**src/rtl/sstart_pkg.sv**
```systemverilog
package sstart_pkg;

  localparam int unsigned LVL_W = 2;

  typedef enum logic [2:0] {
    SS_IDLE = 3'd0,
    SS_PH1  = 3'd1,
    SS_PH2  = 3'd2,
    SS_PH3  = 3'd3,
    SS_FULL = 3'd4
  } ss_state_e;

  // Level code presented to the current-limit DAC for each state.
  function automatic logic [LVL_W-1:0] level_of(ss_state_e s);
    logic [LVL_W-1:0] lv;
    case (s)
      SS_PH2:  lv = LVL_W'(1);
      SS_PH3:  lv = LVL_W'(2);
      SS_FULL: lv = LVL_W'(3);
      default: lv = LVL_W'(0);
    endcase
    return lv;
  endfunction

  function automatic logic is_timed(ss_state_e s);
    return (s == SS_PH1) || (s == SS_PH2) || (s == SS_PH3);
  endfunction

endpackage

```
**src/rtl/sstart_cycle_timer.sv**
```systemverilog
module sstart_cycle_timer #(
  parameter int unsigned PHASE_CYCLES = 1024
) (
  input  logic clk,
  input  logic rst,
  input  logic clr,
  input  logic tick,
  output logic expire
);
  localparam int unsigned CNT_W = (PHASE_CYCLES > 1) ? $clog2(PHASE_CYCLES) : 1;
  localparam logic [CNT_W-1:0] LAST = CNT_W'(PHASE_CYCLES - 1);

  logic [CNT_W-1:0] cnt_q;

  assign expire = tick && (cnt_q == LAST);

  always_ff @(posedge clk) begin
    if (rst || clr) begin
      cnt_q <= '0;
    end else if (tick) begin
      if (cnt_q == LAST) cnt_q <= '0;
      else               cnt_q <= cnt_q + 1'b1;
    end
  end
endmodule

```
**src/rtl/sstart_phase_seq.sv**
```systemverilog
module sstart_phase_seq
  import sstart_pkg::*;
(
  input  logic      clk,
  input  logic      rst,
  input  logic      start_req,
  input  logic      in_reg,
  input  logic      expire,
  output ss_state_e state_q,
  output ss_state_e state_d
);
  always_comb begin
    state_d = state_q;
    if (!start_req) begin
      state_d = SS_IDLE;
    end else begin
      case (state_q)
        SS_IDLE: state_d = SS_PH1;
        SS_PH1:  state_d = in_reg ? SS_FULL : (expire ? SS_PH2 : SS_PH1);
        SS_PH2:  state_d = in_reg ? SS_FULL : (expire ? SS_PH3 : SS_PH2);
        SS_PH3:  state_d = (in_reg || expire) ? SS_FULL : SS_PH3;
        SS_FULL: state_d = SS_FULL;
        default: state_d = SS_IDLE;
      endcase
    end
  end

  always_ff @(posedge clk) begin
    if (rst) state_q <= SS_IDLE;
    else     state_q <= state_d;
  end
endmodule

```
**src/rtl/sstart_level_out.sv**
```systemverilog
module sstart_level_out
  import sstart_pkg::*;
(
  input  logic             clk,
  input  logic             rst,
  input  ss_state_e        state_d,
  output logic [LVL_W-1:0] code_q,
  output logic             done_q
);
  always_ff @(posedge clk) begin
    if (rst) begin
      code_q <= '0;
      done_q <= 1'b0;
    end else begin
      code_q <= level_of(state_d);
      done_q <= (state_d == SS_FULL);
    end
  end
endmodule

```
**src/rtl/sstart_ilim_ctrl.sv**
```systemverilog
module sstart_ilim_ctrl
  import sstart_pkg::*;
#(
  parameter int unsigned PHASE_CYCLES = 1024
) (
  input  logic             clk,
  input  logic             rst,
  input  logic             start_req,
  input  logic             in_reg,
  input  logic             sw_en,
  output logic [LVL_W-1:0] ilim_code,
  output logic             ss_done
);
  ss_state_e state_q, state_d;
  logic      timed, tmr_clr, tmr_tick, tmr_expire;

  assign timed    = is_timed(state_q);
  assign tmr_clr  = !timed || !start_req;
  assign tmr_tick = timed && sw_en;

  sstart_cycle_timer #(.PHASE_CYCLES(PHASE_CYCLES)) u_timer (
    .clk    (clk),
    .rst    (rst),
    .clr    (tmr_clr),
    .tick   (tmr_tick),
    .expire (tmr_expire)
  );

  sstart_phase_seq u_seq (
    .clk       (clk),
    .rst       (rst),
    .start_req (start_req),
    .in_reg    (in_reg),
    .expire    (tmr_expire),
    .state_q   (state_q),
    .state_d   (state_d)
  );

  sstart_level_out u_out (
    .clk     (clk),
    .rst     (rst),
    .state_d (state_d),
    .code_q  (ilim_code),
    .done_q  (ss_done)
  );
endmodule

```
**config.mk**
```make
export PLATFORM = sky130hd
export DESIGN_NAME = sstart_ilim_ctrl
export DESIGN_NICKNAME = d
export VERILOG_FILES = /design/src/rtl/sstart_pkg.sv /design/src/rtl/sstart_cycle_timer.sv /design/src/rtl/sstart_phase_seq.sv /design/src/rtl/sstart_level_out.sv /design/src/rtl/sstart_ilim_ctrl.sv
export SDC_FILE = /design/constraint.sdc
export NUM_CORES = 1
export LEC_CHECK = 0
export ABC_AREA = 1
export CAP_MARGIN = 5
export CELL_PAD_IN_SITES_DETAIL_PLACEMENT = 2
export CELL_PAD_IN_SITES_GLOBAL_PLACEMENT = 2
export CORE_AREA = 2 2 53 60
export CTS_BUF_LIST = sky130_fd_sc_hd__clkbuf_16
export DETAILED_ROUTE_END_ITERATION = 10
export DIE_AREA = 0 0 55 62
export GPL_TIMING_DRIVEN = 0
export PLACE_DENSITY_LB_ADDON = 0.1
export SLEW_MARGIN = 40
export SYNTH_ARGS = -nofsm -noshare
export SYNTH_HDL_FRONTEND = slang
export SYNTH_SLANG_ARGS = --single-unit
```
**constraint.sdc**
```tcl
create_clock -name clk -period 2 [get_ports clk]
set_clock_uncertainty 0.1 [all_clocks]
set_input_delay 0.4 -clock clk [delete_from_list [all_inputs] [get_ports clk]]
set_output_delay 0.4 -clock clk [all_outputs]
set_load 0.02 [all_outputs]
```
Word-level counts from Yosys, hierarchy flattened
Index checks and enable logic that the tools add are counted.

Add/subtract/negate cells: 1. Equal/unequal tests: 8. Muxes and demuxes: 9. Reductions and logical operators: 10.

Operators by type and width (number): $pmux W3 S5 (1); $eq A3 B2 Y1 const B (4); $mux W3 (4); $add A10 B1 Y10 const B (1); $eq A10 B10 Y1 const B (1); $mux W10 (1); $eq A3 B3 Y1 const B (2); $pmux W2 S3 (1); $logic_or A1 B1 Y1 (5); $eq A3 B1 Y1 const B (1); $logic_not A3 Y1 (1); $logic_and A1 B1 Y1 (2); $logic_not A1 Y1 (2); $mux W2 (1); $mux W1 (1).

Flip-flop bits (word level): 16. Input port bits: 5. Word-level logic and storage cells: 32.

Depth between registers and ports, before layout
Word-level depth: 11. Depth in mapped cells: 11. Depth with buffers taken out: 11.

Hierarchy
A second synthesis with hierarchy kept.

Cell total of the unflattened synthesis: 135. Area, all modules: 900.9 µm².

By module, submodules not included: sstart_cycle_timer (instances 1, cells each 74, area an instance 555.5 µm², seq. area each 200.2 µm²); sstart_phase_seq (instances 1, cells each 40, area an instance 216.5 µm², seq. area each 60.1 µm²); sstart_level_out (instances 1, cells each 16, area an instance 108.9 µm², seq. area each 60.1 µm²); sstart_ilim_ctrl (instances 1, cells each 5, area an instance 20.0 µm², seq. area each 0.0 µm²).

Worst setup path before layout
Ideal clock, no wire load.

Kind: flip-flop to flip-flop. Start point: register u_timer.cnt_q[0]. End point: register u_out.code_q[1]. Setup time: 0.115 ns. Data arrival time: 1.223 ns. Data required time: 1.785 ns. Slack: 0.563 ns. Cell stages (with the launch flop): 11. Path buffers: 0. Clock period less this slack: 1.437 ns. Path through: dfxtp_1 -> ha_1 -> nand2_1 -> nor2_1 -> nand3_2 -> nand3_2 -> nand2_2 -> nor2_4 -> nor2_1 -> nand2_1 -> nand2_1.

Cells in the longest elaborated chain, start to end: 8.

RTL lines: from (decl) (RTL line sstart_cycle_timer.sv:13) `logic [CNT_W-1:0] cnt_q;`; from (signal assigned) (RTL line sstart_cycle_timer.sv:22) `else cnt_q <= cnt_q + 1'b1;`; $eq A10 B10 Y1 * (RTL line sstart_cycle_timer.sv:15) `assign expire = tick && (cnt_q == LAST);`; $logic_and A1 B1 Y1 * (RTL line sstart_cycle_timer.sv:15); $mux W1, or another cell as far along (RTL line sstart_phase_seq.sv:20) `SS_PH2: state_d = in_reg ? SS_FULL : (expire ? SS_PH3 : SS_PH2);`; $mux W3, on equally long branches (RTL line sstart_phase_seq.sv:20, sstart_phase_seq.sv:19, sstart_phase_seq.sv:21); $pmux W3 S5 * (RTL line sstart_phase_seq.sv:17) `case (state_q)`; $mux W3 * (RTL line sstart_phase_seq.sv:14) `if (!start_req) begin`; $eq A3 B3 Y1 / $eq A3 B2 Y1 (equally long branches) (RTL line sstart_pkg.sv:16) `case (s)`; $pmux W2 S3 * (RTL line sstart_pkg.sv:16); to (signal assigned) (RTL line sstart_level_out.sv:15) `code_q <= level_of(state_d);`; to (decl) (RTL line sstart_level_out.sv:7) `output logic [LVL_W-1:0] code_q,`.

Mark *: on every way between the ends. The rest lies on a longest branch, timed or not. A chain may end at the register's enable or synchronous reset.

Worst setup path in the final report
Start point: input sw_en. End point: register u_out.code_q[1].

Cells in the longest elaborated chain, start to end: 8.

RTL lines: from (decl) (RTL line sstart_ilim_ctrl.sv:10) `input logic sw_en,`; $logic_and A1 B1 Y1 * (RTL line sstart_ilim_ctrl.sv:19) `assign tmr_tick = timed && sw_en;`; $logic_and A1 B1 Y1 * (RTL line sstart_cycle_timer.sv:15); $mux W1, or another cell as far along (RTL line sstart_phase_seq.sv:20); $mux W3, on equally long branches (RTL line sstart_phase_seq.sv:20, sstart_phase_seq.sv:19, sstart_phase_seq.sv:21); $pmux W3 S5 * (RTL line sstart_phase_seq.sv:17); $mux W3 * (RTL line sstart_phase_seq.sv:14); $eq A3 B3 Y1 / $eq A3 B2 Y1 (equally long branches) (RTL line sstart_pkg.sv:16); $pmux W2 S3 * (RTL line sstart_pkg.sv:16).

Marked as above.

==> flow_summary.json <==
{
  "outcome": "finished clean",
  "fin_crit_sh_pct": 91.3,
  "die_width_microns": 55,
  "cts_hold_buf": 0,
  "grt_pass1_wl_microns": 3550,
  "wire_per_inst_microns": 13.0,
  "routed_wl_microns": 2080,
  "gp_congestion": 0.686,
  "place_ws_ns": -0.103,
  "cap_violations": 0,
  "cts_setup_buffers": 0,
  "ios": 8,
  "hold_violations": 0,
  "switching_share_pct": 21.4,
  "path_class": "in2reg",
  "synth_edf_count": 0,
  "final_nets": 133,
  "core_sq_um": 2890,
  "yosys_warnings": 0,
  "synthFlopType": "dfxtp_1",
  "die_area_sq_um": 3410,
  "syn_inst": 115,
  "h-tree-depth": 1,
  "synth-seq-cells": 16,
  "holdWs_ns": 0.374,
  "cts_buffers": 3,
  "grt_pass1_vias": 831,
  "syn_to_final_growth_pct": 21.8,
  "ir_worst_vdd_mv": 0.352,
  "final_antenna_net_count": 0,
  "grt_overflow": 0,
  "setup.worst_path.start_class": "input port",
  "synth_nets": 121,
  "worstMarginPinSlew_ns": 0.424,
  "crit_buf_inv": 2,
  "drv_slew": 0,
  "required_ns": 2.04,
  "root_buffer": "clkbuf_16",
  "p_leak_nw": 0.405,
  "clkTransAtPathRegs_ns": 0.05,
  "setup_viol": 0,
  "rsz0062_at_grt": "no",
  "fillCellCount": 354,
  "first_iter_violations": 11,
  "cp_slowest_cell": "clkdlybuf4s50_1",
  "grt.total_usage_pct": 14.7,
  "clock_latency_ns": 0.25,
  "synthArstFlopShare_pct": 0,
  "cts_tree": "yes",
  "sequentialPowerShare_pct": 42.0,
  "p_int_mw": 0.609,
  "cts.sinks": 16,
  "p_comb_share_pct": 6.7,
  "utilization_pct": 37.1,
  "clock_power_share_pct": 51.3,
  "diodes": 0,
  "vias_per_cell": 4.95,
  "cts_resized": 0,
  "die_h_microns": 62,
  "setup_slack_ns": 0.175,
  "num_vias": 792,
  "arrival_ns": 1.87,
  "path_cells": "clkdlybuf4s50_1 -> inv_2 -> nor3_4 -> nand3_2 -> nand3_2 -> nand2_2 -> nor2_4 -> nor2_1 -> nand2_1 -> nand2_1",
  "p_switching_mw": 0.165,
  "final_layout_size_suffix_gt1_share_pct": 19.8,
  "worst_setup_path_end_kind": "flop",
  "firstDrtPassIters": 4,
  "start_util_pct": 30.4,
  "ys_types": 27,
  "final_cell_mix": "nand2_1, dfxtp_1, nor2_1, inv_1, nand3_1",
  "cp_top_family": "simple AND/OR/NAND/NOR gates",
  "worstPathMaxFanout": 4,
  "grt_max_degree": 10,
  "clockBufferDepth": 2,
  "portBuffers": 7,
  "max_freq_ghz": 0.548,
  "final_common_cell": "nand2_1",
  "drc": 0,
  "rows": 21,
  "slowest_delay_ns": 0.54,
  "yosysSeqAreaShare_pct": 36.4,
  "power_density_nw_per_um2": 723,
  "period_needed_ns": 1.83,
  "synth.avg_cell_area_sq_um": 7.65,
  "hold_class": "reg2reg",
  "total_power_mw": 0.774,
  "synth_area_sq_um": 880,
  "slew_headroom_pct": 71.5,
  "dp_hpwl_microns": 1680,
  "antenna_found_initial": 0
}
-- area by class of cell --
cell class,count,area [sq um],area share [%]
multi-input combinational,85,507,47.3
clock buffer,3,75.1,7.01
clock inverter,1,3.75,0.350
timing repair buffer,7,70.1,6.54
tap,34,42.5,3.97
inverter,14,52.6,4.91
sequential,16,320,29.9
-- per-stage QoR --
step           instances  cell area, sq um  TNS, ns
2_1_floorplan        115               880        0
3_3_place_gp         156               992   -0.276
3_5_place_dp         156               992   -0.273
4_1_cts              160              1070        0
5_1_grt              160              1070        0
6_report             160              1070        0
-- sequential cells by signal, indices dropped and copies added (netlist names) --
| register | flops |
|---|---|
| u_out.done_q | 1 |
| u_timer.cnt_q | 10 |
| u_seq.state_q | 3 |
| u_out.code_q | 2 |
-- tightest hold or removal path, cell delays in order, from the launching register on --
cell and delay [ns]:
dfxtp_1 0.30, inv_1 0.06, a21oi_1 0.06
-- worst paths after layout --
path | endpoint | cells after the start | slack [ns] | from
worst min register to register | u_timer.cnt_q[9] | 2 | 0.37 | u_timer.cnt_q[9]
worst min-delay path | u_timer.cnt_q[9] | 2 | 0.37 | u_timer.cnt_q[9]
worst max-delay path | u_out.code_q[1] | 10 | 0.17 | sw_en
worst max register to register | u_out.code_q[1] | 10 | 0.36 | u_timer.cnt_q[0]
-- cells in the mapped netlist (2+ instances only) --
cell type,instances,area [sq um]
a21oi_1,5,25.0
dfxtp_1,16,320
inv_1,12,45.0
inv_2,2,7.51
nand2_1,23,86.3
nand2_2,2,12.5
nand2_4,2,22.5
nand3_1,10,50.1
nand3_2,4,40.0
nor2_1,13,48.8
nor2_2,3,18.8
nor2_4,5,56.3
nor3_1,3,15.0
o21ai_0,2,10.0
-- cells by family (layout without fill, tap and decap cells) --
kind of cell | Yosys count | after routing | share of synthesized area (%)
AOI/OAI and AO/OA | 12 | 12 | 8.82
xor gates and xnor gates | 2 | 2 | 1.99
adders and majority gates | 1 | 1 | 1.42
buffers and inverters | 14 | 25 | 5.97
DFF | 16 | 16 | 36.4
and+or+nand+nor | 70 | 70 | 45.4
-- routing by layer --
| layer | share of wire [%] | wire length, microns | GRT usage [%] |
|---|---|---|---|
| met1 | 42 | 868 | 15.3 |
| met2 | 53 | 1100 | 27.7 |
| met3 | 3.0 | 63 | 3.35 |
| met4 | 2.1 | 44 | 6.27 |
| met5 | 0 | 0 | 0 |
-- power groups by stage --
stage / logic (mW) / registers [mW] / clock network [mW]
after floorplan: 0.0316 / 0.332 / 0
after global placement: 0.0520 / 0.332 / 0
after detailed placement: 0.0529 / 0.332 / 0
after CTS: 0.0532 / 0.325 / 0.404
after global routing: 0.0577 / 0.325 / 0.415
final: 0.0519 / 0.325 / 0.397
Power figures use the tool's default switching activity.
